`src/rtl/sertx_pkg.sv`:
```
`timescale 1ns/1ps
package sertx_pkg;
   // what the shifter is given when it takes a new frame
   typedef enum logic [1:0] {
      LD_NONE = 2'd0,
      LD_DATA = 2'd1,
      LD_IDLE = 2'd2,
      LD_BRK  = 2'd3
   } ld_kind_e;
endpackage

```
`src/rtl/sertx_arb.sv`:
```
`timescale 1ns/1ps
// holding register, idle/break queue and load priority
module sertx_arb
   import sertx_pkg::*;
#(
   parameter int DATA_W = 9
) (
   input  logic              clk,
   input  logic              rst_n,
   input  logic              tx_en,
   input  logic              brk_req,
   input  logic              wr_valid,
   input  logic [DATA_W-1:0] wr_data,
   input  logic              shift_busy,
   output ld_kind_e          ld_kind,
   output logic [DATA_W-1:0] hold_q,
   output logic              hold_full,
   output logic              q_idle,
   output logic              q_brk
);
   logic en_q, brk_q;
   logic en_rise, brk_rise;

   assign en_rise  = tx_en & ~en_q;
   assign brk_rise = brk_req & ~brk_q & tx_en;

   // break before idle before data; queued work drains even while disabled
   always_comb begin
      ld_kind = LD_NONE;
      if (!shift_busy) begin
         if (q_brk)                  ld_kind = LD_BRK;
         else if (q_idle)            ld_kind = LD_IDLE;
         else if (hold_full && tx_en) ld_kind = LD_DATA;
      end
   end

   always_ff @(posedge clk or negedge rst_n) begin
      if (!rst_n) begin
         en_q      <= 1'b0;
         brk_q     <= 1'b0;
         q_brk     <= 1'b0;
         q_idle    <= 1'b0;
         hold_full <= 1'b0;
         hold_q    <= '0;
      end else begin
         en_q  <= tx_en;
         brk_q <= brk_req;
         if (ld_kind == LD_BRK)  q_brk  <= 1'b0;
         if (brk_rise)           q_brk  <= 1'b1;
         if (ld_kind == LD_IDLE) q_idle <= 1'b0;
         if (en_rise && shift_busy) q_idle <= 1'b1;
         if (ld_kind == LD_DATA) begin
            hold_full <= 1'b0;
         end else if (wr_valid && !hold_full) begin
            hold_full <= 1'b1;
            hold_q    <= wr_data;
         end
      end
   end
endmodule

```
`src/rtl/sertx_frame.sv`:
```
`timescale 1ns/1ps
// builds the frame vector (bit 0 goes out first) and its length
module sertx_frame
   import sertx_pkg::*;
#(
   parameter int DATA_W     = 9,
   parameter bit HAS_PARITY = 1'b1,
   localparam int FRM_W     = DATA_W + 2,
   localparam int LEN_W     = $clog2(FRM_W + 1)
) (
   input  ld_kind_e          ld_kind,
   input  logic [DATA_W-1:0] hold_q,
   input  logic              nine_bit,
   input  logic              par_en,
   input  logic              par_odd,
   output logic [FRM_W-1:0]  frm,
   output logic [LEN_W-1:0]  frm_len
);
   logic par_on;
   logic wide_par, narrow_par;
   logic [DATA_W-1:0] chr;

   generate
      if (HAS_PARITY) begin : g_par
         assign par_on = par_en;
      end else begin : g_nopar
         assign par_on = 1'b0;
      end
   endgenerate

   assign wide_par   = (^hold_q[DATA_W-2:0]) ^ par_odd;
   assign narrow_par = (^hold_q[DATA_W-3:0]) ^ par_odd;

   always_comb begin
      chr = hold_q;
      if (par_on) begin
         if (nine_bit) chr[DATA_W-1] = wide_par;
         else          chr[DATA_W-2] = narrow_par;
      end
      case (ld_kind)
         LD_IDLE: frm = '1;
         LD_BRK:  frm = '0;
         default: frm = nine_bit ? {1'b1, chr, 1'b0}
                                 : {2'b11, chr[DATA_W-2:0], 1'b0};
      endcase
      frm_len = nine_bit ? LEN_W'(FRM_W) : LEN_W'(FRM_W - 1);
   end
endmodule

```
`src/rtl/sertx_shift.sv`:
```
`timescale 1ns/1ps
// shift register with its own bit-time counter
module sertx_shift #(
   parameter int FRM_W = 11,
   parameter int DIV_W = 16,
   localparam int LEN_W = $clog2(FRM_W + 1)
) (
   input  logic             clk,
   input  logic             rst_n,
   input  logic             load,
   input  logic [FRM_W-1:0] frm,
   input  logic [LEN_W-1:0] frm_len,
   input  logic [DIV_W-1:0] baud_div,
   output logic             busy,
   output logic             bit_out
);
   logic [FRM_W-1:0] shreg;
   logic [LEN_W-1:0] left;
   logic [DIV_W-1:0] cyc;
   logic [DIV_W-1:0] div_last;

   assign div_last = (baud_div == '0) ? '0 : baud_div - DIV_W'(1);
   assign bit_out  = busy ? shreg[0] : 1'b1;

   always_ff @(posedge clk or negedge rst_n) begin
      if (!rst_n) begin
         busy  <= 1'b0;
         shreg <= '1;
         left  <= '0;
         cyc   <= '0;
      end else if (load) begin
         busy  <= 1'b1;
         shreg <= frm;
         left  <= frm_len - LEN_W'(1);
         cyc   <= '0;
      end else if (busy) begin
         if (cyc == div_last) begin
            cyc <= '0;
            if (left == '0) begin
               busy <= 1'b0;
            end else begin
               shreg <= {1'b1, shreg[FRM_W-1:1]};
               left  <= left - LEN_W'(1);
            end
         end else begin
            cyc <= cyc + DIV_W'(1);
         end
      end
   end
endmodule

```
`src/rtl/sertx_core.sv`:
```
`timescale 1ns/1ps
module sertx_core
   import sertx_pkg::*;
#(
   parameter int DATA_W     = 9,
   parameter int DIV_W      = 16,
   parameter bit HAS_PARITY = 1'b1,
   localparam int FRM_W     = DATA_W + 2,
   localparam int LEN_W     = $clog2(FRM_W + 1)
) (
   input  logic              clk,
   input  logic              rst_n,
   input  logic [DIV_W-1:0]  baud_div,
   input  logic              tx_en,
   input  logic              par_en,
   input  logic              par_odd,
   input  logic              nine_bit,
   input  logic              brk_req,
   input  logic              tdre_ie,
   input  logic              tc_ie,
   input  logic              wr_valid,
   input  logic [DATA_W-1:0] wr_data,
   output logic              tdre,
   output logic              tc,
   output logic              irq,
   output logic              txd,
   output logic              pin_own
);
   generate
      if (DATA_W < 3) begin : g_bad_width
         $error("sertx_core: DATA_W must be at least 3");
      end
      if (DIV_W < 1) begin : g_bad_div
         $error("sertx_core: DIV_W must be at least 1");
      end
   endgenerate

   ld_kind_e          ld_kind;
   logic [DATA_W-1:0] hold_q;
   logic              hold_full, q_idle, q_brk, busy;
   logic [FRM_W-1:0]  frm;
   logic [LEN_W-1:0]  frm_len;

   sertx_arb #(.DATA_W(DATA_W)) u_arb (
      .clk(clk), .rst_n(rst_n), .tx_en(tx_en), .brk_req(brk_req),
      .wr_valid(wr_valid), .wr_data(wr_data), .shift_busy(busy),
      .ld_kind(ld_kind), .hold_q(hold_q), .hold_full(hold_full),
      .q_idle(q_idle), .q_brk(q_brk)
   );

   sertx_frame #(.DATA_W(DATA_W), .HAS_PARITY(HAS_PARITY)) u_frame (
      .ld_kind(ld_kind), .hold_q(hold_q), .nine_bit(nine_bit),
      .par_en(par_en), .par_odd(par_odd), .frm(frm), .frm_len(frm_len)
   );

   sertx_shift #(.FRM_W(FRM_W), .DIV_W(DIV_W)) u_shift (
      .clk(clk), .rst_n(rst_n), .load(ld_kind != LD_NONE), .frm(frm),
      .frm_len(frm_len), .baud_div(baud_div), .busy(busy), .bit_out(txd)
   );

   assign tdre    = ~hold_full;
   assign tc      = ~busy & ~hold_full & ~q_idle & ~q_brk;
   assign irq     = (tdre_ie & tdre) | (tc_ie & tc);
   assign pin_own = tx_en | busy | q_idle | q_brk;
endmodule

```
`config.mk`:
```
export PLATFORM = sky130hd
export DESIGN_NAME = sertx_core
export DESIGN_NICKNAME = d
export VERILOG_FILES = /design/src/rtl/sertx_pkg.sv /design/src/rtl/sertx_arb.sv /design/src/rtl/sertx_frame.sv /design/src/rtl/sertx_shift.sv /design/src/rtl/sertx_core.sv
export SDC_FILE = /design/constraint.sdc
export NUM_CORES = 1
export LEC_CHECK = 0
export ABC_AREA = 1
export BUFFER_PORTS_ARGS = -buffer_cell sky130_fd_sc_hd__clkbuf_2
export CORE_MARGIN = 2
export CORE_UTILIZATION = 30
export CTS_BUF_LIST = sky130_fd_sc_hd__clkbuf_2
export CTS_CLUSTER_DIAMETER = 60
export CTS_CLUSTER_SIZE = 14
export DETAILED_ROUTE_END_ITERATION = 8
export SLEW_MARGIN = 20
export SYNTH_ARGS = -nofsm -noshare
export SYNTH_HDL_FRONTEND = slang
export SYNTH_HIERARCHICAL = 1
export SYNTH_SLANG_ARGS = --single-unit
export TNS_END_PERCENT = 20
```
`constraint.sdc`:
```
create_clock -name clk -period 6 [get_ports clk]
set_clock_uncertainty 0.15 [all_clocks]
set_input_delay 0.3 -clock clk [delete_from_list [all_inputs] [get_ports clk]]
set_output_delay 0.3 -clock clk [all_outputs]
set_load 0.01 [all_outputs]
```
==> summary.txt <==
cells along the critical path: a21oi_1 > or2_1 > nor2_1 > nor2_1 > nand4_1 > nor2_1 > nand3_1 > or2_1 > nor2_1 > nand2_1 > a22oi_1
# setup viols final: 0
cts repair resizes: 0
RSZ-0062 raised after global routing: false
count leader, synth: nand2_1
TritonCTS clock tree: done
data required time at the worst endpoint: 6.22 ns
first-pass GRT wire length: 13.21 mm
chip width: 111.1 µm
final std cells w/o fill: 703
most common flop cell mapped by yosys: dfrtp_1
DRT Pass-1 Iters: 4
fillcell total: 1248
wirelength, routed: 7.569 mm
worst skew pair latency: 0.44 ns
Worst Path Arrival: 3.66 ns
initial DRC count: 174
vias per cell: 4.599
Final period util: 0.5733
Area contributors post-synth: dfrtp_1 25%, nand2_1 20%, dfstp_2 8.4%
Post-synth EDFFs: 0
Max Root-Sink Buffers: 2
Levels on crit path: 11
post-layout power: 0.6739 mW
Synth Warn #: 6
Pleak: 1.976 nW
Clock Pin Slew Worst Setup and Hold Paths: 0.24 ns
Yosys top cell by area: dfrtp_1
Worst-Margin Slew: 0.6675 ns
GR Util All Layers: 0.1247
worst reg2reg path depth: 11
Commonest cells post-synth: 187 x nand2_1, 52 x nor2_1, 51 x inv_1
hold_buf cts: 12
CORE AREA: 11320 µm²
Final ANT Viol Nets: 0
CTS H-Tree Depth: 2
Final #Nets: 597
I/O pins: 40
post-synthesis instance total: 517
Die ar.: 12340 µm²
DRC viols: 0
critical path class: reg -> reg
top-area cell type share of the netlist area: 0.2546
post-synthesis sequential area ratio: 0.3387
setup bufs post-CTS: 0
Hold WC Path Type: in -> reg
Final GP Congestion: 0.8658
Vias: 3233
root buffer cell: clkbuf_2
Buf+Inv Stages, Crit Path: 0
cell area after synthesis: 3440 µm²
CP top delay family: simple AND/OR/NAND/NOR gates
CP Capture Type: flip-flop
hpwl dp: 5.726 mm
grt total ovfl: 0
setup TNS: 0 ns
placed insts: 683
CTS Buf Count: 5
Fmax achieved: 290.7 MHz
crit-path max FO: 16
pre-CTS setup slack: 2.583 ns
ANT cells: 0
area delta synth->final: 12.66%
I/O Buffers: 39
Synth Register Bits: 46
Setup WS post-layout: 2.560 ns
Worst path slowest cell: a21oi_1
CTS Sinks: 46
Max Cap Violations: 0
fin. max-slew vios: 0
CP peak stage delay: 0.58 ns
vias in the first global route: 3056
worst vdd ir: 0.07224 mV
Die Span Y: 111.1 µm
Hold Crit Depth: 3
fin crit period: 3.440 ns
PD cells: 173.9 nW/µm²
layout cells sized above 1: 0.1446
Worst path most repeated cell: nor2_1
largest net degree at the start of global routing: 47
row cnt: 39
Rel. slew slack: 0.5550
CP startpoint kind: flip-flop
Routed WL per cell: 10.77 µm
final hold viol count: 0
initial antenna violation count: 0
Netlist cell types: 37
Async S/R FF share, synth: 1.000
syn avg cell area: 6.653 µm²
status: finished, final reports clean
Initial Utilization: 0.3038
==> registers in the layout, indices dropped and copies added, names as in the netlist <==
register / count
u_shift/cyc: 16
u_shift/shreg: 11
u_arb/hold_q: 9
u_shift/left: 4
u_arb/brk_q: 1
u_arb/en_q: 1
u_arb/hold_full: 1
u_arb/q_brk: 1
u_arb/q_idle: 1
u_shift/busy: 1
==> layout make-up <==
class	instances	area (µm²)	share of cell area
multi-input cells	399	1952	0.5037
flip-flops and latches	46	1165	0.3006
repair buffers	53	330.3	0.08524
inverters	54	202.7	0.05231
well taps	143	178.9	0.04617
clock buffers	5	25.02	0.006458
clock inverters	3	21.27	0.005489
==> final timing paths <==
path,from,endpoint,slack [ns]
min in group asynchronous,rst_n,u_shift/cyc[8],0.28
min reg2reg,u_arb/en_q,u_arb/q_idle,0.32
max,u_shift/busy,u_shift/cyc[14],2.56
min,wr_valid,u_arb/hold_q[0],0.1
max reg2reg,u_shift/busy,u_shift/cyc[14],2.56
max in group asynchronous,rst_n,u_shift/shreg[10],5.00
==> through the flow <==
step	hold WS, ns	cell area, µm²	util
finish	0.09816	3875	0.3423
global route	0.06612	3875	0.3423
CTS	0.06987	3875	0.3423
detailed placement	0.2800	3709	0.3276
global placement	0.2728	3709	0.3276
floorplan	-0.1456	3443	-
==> tightest hold or removal path, stage by stage <==
cell,delay [ns]
clkbuf_2,0.19
nand3_1,0.12
nand2_1,0.05
==> power breakdown <==
group	total [mW]	switching, mW	internal (mW)
clock network	0.136	0.107	0.0286
logic	0.169	0.0965	0.0725
registers	0.369	0.0312	0.338
total	0.674	0.235	0.439
==> logic make-up after synthesis <==
| group | after synthesis | share of synthesized area |
|---|---|---|
| AO/OA/AOI/OAI | 32 | 0.05383 |
| XOR/XNOR | 20 | 0.05311 |
| adder cells (fa/ha/maj) | 3 | 0.01091 |
| buffers and inverters | 73 | 0.09494 |
| flip-flops | 46 | 0.3387 |
| multiplexers | 4 | 0.01164 |
| other | 2 | 0.002183 |
| AND/OR/NAND/NOR | 337 | 0.4347 |
==> cell usage in the layout (no fill, tap or decap), types with 3 or more instances in the layout <==
master and count:
xnor2_1 5, dfstp_2 11, o22ai_1 4, xor2_1 14
conb_1 3, dfrtp_1 35, nand2_2 3, nor2_1 52
nand3_1 46, nand2_1 187, inv_1 51, inv_2 3
clkbuf_2 44, mux2i_1 4, o21bai_1 3, nor2_2 4
ha_1 3, o21ai_0 5, dlygate4sd3_1 12, nand3b_1 3
a21oi_1 15, nand4_1 28
==> per-layer routing <==
| metal | up-vias | GRT usage | wire length [µm] |
|---|---|---|---|
| met5 | - | 0 | 0 |
| met4 | 0 | 0.03457 | 117 |
| li1 | 1725 | - | - |
| met1 | 1422 | 0.1619 | 3679 |
| met2 | 75 | 0.2155 | 3438 |
| met3 | 11 | 0.02023 | 334 |
(Power assumes the default switching activity.)
